===== src/rtl/rtc_hms_pkg.sv =====
package rtc_hms_pkg;
   localparam int DEF_CNT_W   = 16;
   localparam int DEF_SEC_MOD = 60;
   localparam int DEF_MIN_MOD = 60;
   localparam int DEF_HR_MOD  = 24;

   function automatic int fld_width(input int modulus);
      return (modulus < 2) ? 1 : $clog2(modulus);
   endfunction
endpackage


===== src/rtl/rtc_prescale.sv =====
module rtc_prescale #(
   parameter int CNT_W = rtc_hms_pkg::DEF_CNT_W
) (
   input  logic             clk,
   input  logic             rst_n,
   input  logic             tick_en,
   input  logic             load_en,
   output logic [CNT_W-1:0] cnt_o,
   output logic             ovf_o
);
   localparam logic [CNT_W-1:0] TOP_BIT = {1'b1, {(CNT_W-1){1'b0}}};

   if (CNT_W < 2) begin : g_bad_width
      $error("rtc_prescale: CNT_W must be at least 2");
   end

   logic [CNT_W-1:0] cnt_q;

   // The increment wraps to zero at all ones; OR-ing in the top bit touches only bit CNT_W-1.
   always_ff @(posedge clk) begin
      if (!rst_n)       cnt_q <= TOP_BIT;
      else if (load_en) cnt_q <= TOP_BIT;
      else if (tick_en) cnt_q <= (cnt_q + 1'b1) | TOP_BIT;
   end

   assign cnt_o = cnt_q;
   assign ovf_o = tick_en & ~load_en & (&cnt_q);
endmodule


===== src/rtl/rtc_field.sv =====
module rtc_field #(
   parameter int MOD = 60,
   parameter int W   = rtc_hms_pkg::fld_width(MOD)
) (
   input  logic         clk,
   input  logic         rst_n,
   input  logic         inc_i,
   input  logic         load_en,
   input  logic [W-1:0] load_val,
   output logic [W-1:0] val_o,
   output logic         wrap_o
);
   localparam logic [W-1:0] LAST = W'(MOD - 1);

   if (MOD < 2 || MOD > (1 << W)) begin : g_bad_mod
      $error("rtc_field: MOD must lie in 2 .. 2**W");
   end

   logic [W-1:0] val_q;
   logic [W-1:0] nxt;
   logic [W-1:0] load_fix;

   if (MOD == (1 << W)) begin : g_pow2
      assign nxt      = val_q + 1'b1;
      assign load_fix = load_val;
   end else begin : g_cmp
      assign nxt      = (val_q == LAST) ? '0 : val_q + 1'b1;
      assign load_fix = (load_val > LAST) ? '0 : load_val;
   end

   always_ff @(posedge clk) begin
      if (!rst_n)       val_q <= '0;
      else if (load_en) val_q <= load_fix;
      else if (inc_i)   val_q <= nxt;
   end

   assign val_o  = val_q;
   assign wrap_o = inc_i & ~load_en & (val_q == LAST);
endmodule


===== src/rtl/rtc_hms.sv =====
module rtc_hms #(
   parameter int CNT_W   = rtc_hms_pkg::DEF_CNT_W,
   parameter int SEC_MOD = rtc_hms_pkg::DEF_SEC_MOD,
   parameter int MIN_MOD = rtc_hms_pkg::DEF_MIN_MOD,
   parameter int HR_MOD  = rtc_hms_pkg::DEF_HR_MOD,
   localparam int SEC_W  = rtc_hms_pkg::fld_width(SEC_MOD),
   localparam int MIN_W  = rtc_hms_pkg::fld_width(MIN_MOD),
   localparam int HR_W   = rtc_hms_pkg::fld_width(HR_MOD)
) (
   input  logic             clk,
   input  logic             rst_n,
   input  logic             tick_en,
   input  logic             load_en,
   input  logic [SEC_W-1:0] load_sec,
   input  logic [MIN_W-1:0] load_min,
   input  logic [HR_W-1:0]  load_hr,
   output logic [SEC_W-1:0] sec_o,
   output logic [MIN_W-1:0] min_o,
   output logic [HR_W-1:0]  hr_o,
   output logic             sec_pulse_o
);
   logic [CNT_W-1:0] pre_cnt;
   logic             pre_ovf;
   logic             sec_wrap;
   logic             min_wrap;
   logic             hr_wrap;
   logic             pulse_q;

   rtc_prescale #(.CNT_W(CNT_W)) u_pre (
      .clk     (clk),
      .rst_n   (rst_n),
      .tick_en (tick_en),
      .load_en (load_en),
      .cnt_o   (pre_cnt),
      .ovf_o   (pre_ovf)
   );

   rtc_field #(.MOD(SEC_MOD), .W(SEC_W)) u_sec (
      .clk(clk), .rst_n(rst_n), .inc_i(pre_ovf), .load_en(load_en),
      .load_val(load_sec), .val_o(sec_o), .wrap_o(sec_wrap)
   );

   rtc_field #(.MOD(MIN_MOD), .W(MIN_W)) u_min (
      .clk(clk), .rst_n(rst_n), .inc_i(sec_wrap), .load_en(load_en),
      .load_val(load_min), .val_o(min_o), .wrap_o(min_wrap)
   );

   rtc_field #(.MOD(HR_MOD), .W(HR_W)) u_hr (
      .clk(clk), .rst_n(rst_n), .inc_i(min_wrap), .load_en(load_en),
      .load_val(load_hr), .val_o(hr_o), .wrap_o(hr_wrap)
   );

   always_ff @(posedge clk) begin
      if (!rst_n) pulse_q <= 1'b0;
      else        pulse_q <= pre_ovf;
   end

   assign sec_pulse_o = pulse_q;

   logic unused_ok;
   assign unused_ok = hr_wrap;
endmodule


===== config.mk =====
export PLATFORM = sky130hd
export DESIGN_NAME = rtc_hms
export DESIGN_NICKNAME = d
export VERILOG_FILES = /design/src/rtl/rtc_hms_pkg.sv /design/src/rtl/rtc_prescale.sv /design/src/rtl/rtc_field.sv /design/src/rtl/rtc_hms.sv
export SDC_FILE = /design/constraint.sdc
export NUM_CORES = 1
export LEC_CHECK = 0
export BUFFER_PORTS_ARGS = -buffer_cell sky130_fd_sc_hd__buf_2
export CORE_MARGIN = 10
export CORE_UTILIZATION = 45
export DETAILED_ROUTE_END_ITERATION = 16
export PLACE_DENSITY = 0.68
export SYNTH_ARGS = -nofsm -noshare
export SYNTH_HDL_FRONTEND = slang
export SYNTH_SLANG_ARGS = --single-unit

===== constraint.sdc =====
create_clock -name clk -period 2.5 [get_ports clk]
set_clock_uncertainty 0.15 [all_clocks]
set_input_delay 0.125 -clock clk [delete_from_list [all_inputs] [get_ports clk]]
set_output_delay 0.125 -clock clk [all_outputs]
set_load 0.02 [all_outputs]

==> metrics.md <==
| Metric | Value |
|---|---|
| Area growth syn-to-layout | 19.0% |
| Crit path DAT | 2170 ps |
| Seq cells post-synth | 33 |
| Final setup fails | 0 |
| Crit start category | flip-flop |
| Antenna violations before repair | 0 |
| Peak supply drop | around 0.00033 V |
| Post-synth top area share | between 30% and 40% |
| Die Wd | approximately 84 um |
| # diodes | 0 |
| Initial Utilization | a little under half |
| Leading area contributor after synthesis | dfxtp_1 |
| Clk slew on worst S/H paths | ~60 ps |
| Final setup TNS | 0 ps |
| Largest net degree at the start of global routing | 20 |
| Synth cell types | 46 |
| Vias | about 1,700 |
| DRC errors left | 0 |
| Total CTS buffers | 5 |
| Mapped cell area | 1830 sq um |
| All-Layer GR Usage | 11.9% |
| Root buffer cell | clkbuf_8 |
| DP HPWL | about 3200 um |
| Slew HR | 69.3% |
| Site Rows | 23 |
| Clock share of power | about a third |
| Commonest cells after routing, fill and taps aside | buf_2 (38), dfxtp_1 (33), nor2_1 (28) |
| Clk Latency, worst-skew pair | ~280 ps |
| Crit end category | flip-flop |
| Clk sinks | 33 |
| Boundary Pins | 39 |
| Vias in the first global route | 1,588 |
| Final Cycle Share | approximately 84% |
| Comb pwr share | between 10% and 20% |
| Net Sw Frac | 25.6% |
| Cell internal pwr | 823 uW |
| Initial detailed-routing violation count | 110 |
| Full die area | between 7000 and 8000 sq um |
| Syn Area/Cell | approximately 8.3 sq um |
| Chip height | approximately 84 um |
| Ys flop type | dfxtp_1 |
| Worst Reg-to-Reg Cells | 6 |
| Maximum capacitance violations | 0 |
| First-pass GRT wire length | roughly 7000 um |
| Post-cts repair resize count | 0 |
| CTS tree | done |
| Net Count, Synth | 244 |
| Required @ worst endpoint | about 2600 ps |
| Ys async rst share | 0% |
| Post-Syn Instances | 219 |
| Avg WL per Cell | ~14 um |
| Outcome | finished, final reports clean |
| RSZ-0062 raised after global routing | false |
| Crit path time final | between 2000 and 2500 ps |
| Final wirelength | roughly 4200 um |
| Post-synth EDFFs | 0 |
| WS Path Type | reg -> reg |
| Pins Over Slew Limit | 0 |
| Grt total ovfl | 0 |
| 1st-pass router iterations | 4 |
| Final #Nets | ~290 |
| PortBufs | 38 |
| Clk buf depth | 2 |
| Hold Crit Class | in -> reg |
| Max Fclk | 0.474 GHz |
| Share of cells above drive strength 1 | between 20% and 30% |
| Cell Pwr Density | 508 nW/um^2 |
| Ys Warns | 0 |
| Final GP Congestion | just under 0.8 |
| CP max FO | 8 |
| Synth top area cells | dfxtp_1 (36%), nor2_1 (5.7%), xor2_1 (5.7%) |
| Hold Crit Depth | 3 |
| Post-DRT Antenna Nets | 0 |
| Static Leak | around 0.00091 uW |
| Switching power | ~280 uW |
| Final Hold Vio Count | 0 |
| Most common cell after layout, fill and taps aside | buf_2 |
| Share of power burned in registers | approximately half |
| Post-synthesis sequential area ratio | between 30 and 40% |
| Routed vias/inst | about 5.6 |
| Core Area | around 4000 sq um |
| Slew @ Worst Pin | between 400 and 500 ps |
| Clock H-tree levels | 2 |
| Final Util | between 50% and 60% |
[worst max-delay path, cell delays in order, from the launching register on]
cell and delay, ps:
dfxtp_1 400, ha_1 240, nor2b_1 240, nand4_1 300, o31ai_4 480, o21ai_1 110
a21oi_1 120
[power groups by stage]
stage	clock network (uW)	logic, uW	registers [uW]
after floorplan	0	71.2	594
after global placement	0	142	578
after detailed placement	0	143	578
after CTS	403	150	567
after global routing	428	164	571
final	390	148	567
[cells in the mapped netlist (5+ instances only)]
cell type and count:
o21ai_0 9, a211oi_1 5, nand2_1 22, nand4_1 10, nor3_1 6, dfxtp_1 33
nor2_1 28, nand3_1 12, xor2_1 12, inv_1 7, a21oi_1 11
[cell families (layout without fill, tap and decap cells)]
group | Yosys count | after routing | share of synthesized area (%)
simple gates | 95 | 95 | 27.3
buf+inv | 15 | 58 | 4.11
mux | 1 | 1 | 0.548
fa+ha+maj | 4 | 4 | 2.74
xor+xnor | 16 | 16 | 7.67
compound gates | 55 | 55 | 21.5
flops | 33 | 33 | 36.1
[worst paths after layout]
kind	to	from	slack (ps)
worst max-delay path	u_hr.val_o[0]$_SDFFE_PN0P_	u_min.val_o[0]$_SDFFE_PN0P_	390
worst max register to register	u_hr.val_o[0]$_SDFFE_PN0P_	u_min.val_o[0]$_SDFFE_PN0P_	390
worst min-delay path	u_hr.val_o[1]$_SDFFE_PN0P_	load_hr[1]	2
worst min register to register	u_hr.val_o[3]$_SDFFE_PN0P_	u_hr.val_o[3]$_SDFFE_PN0P_	330
[repair_timing]
action,4_1_cts,5_1_grt
setup buffers,0,0
endpoints found under the hold margin,5,0
hold buffers,5,0
[area by class of cell]
type / count / area, sq um
flip-flops and latches: 33 / 661
multi-input cells: 171 / 1090
fillers: 371 / 1800
inverters: 7 / 26.3
well taps: 50 / 62.6
repair buffers: 44 / 248
clock buffers: 7 / 86.3
[sequential cells by signal (all words and copies together), names as in the netlist]
register / flops
sec_pulse_o: 1
u_min.val_o: 6
u_sec.val_o: 6
u_hr.val_o: 5
u_pre.cnt_o: 15
[per-stage QoR]
| stage | worst slack [ps] | power [uW] | cells | cell area (sq um) | hold slack (ps) |
|---|---|---|---|---|---|
| 3_5_place_dp | 423 | 721 | 300 | 2040 | 243 |
| 3_3_place_gp | 511 | 719 | 300 | 2040 | 231 |
| 2_1_floorplan | 489 | 665 | 219 | 1830 | 112 |
| 6_report | 391 | 1110 | 312 | 2180 | 1.68 |
| 5_1_grt | 149 | 1160 | 312 | 2180 | 5.18 |
| 4_1_cts | 397 | 1120 | 312 | 2180 | 1.13 |
[layer usage]
metal  part of all wire (%)  track usage, %  routed length [um]
met1                     48            14.3                2030
met2                     44            18.3                1850
met3                    6.6            4.88                 278
met4                    1.5            4.57                  65
met5                      0               0                   0
Power figures use the tool's default switching activity.
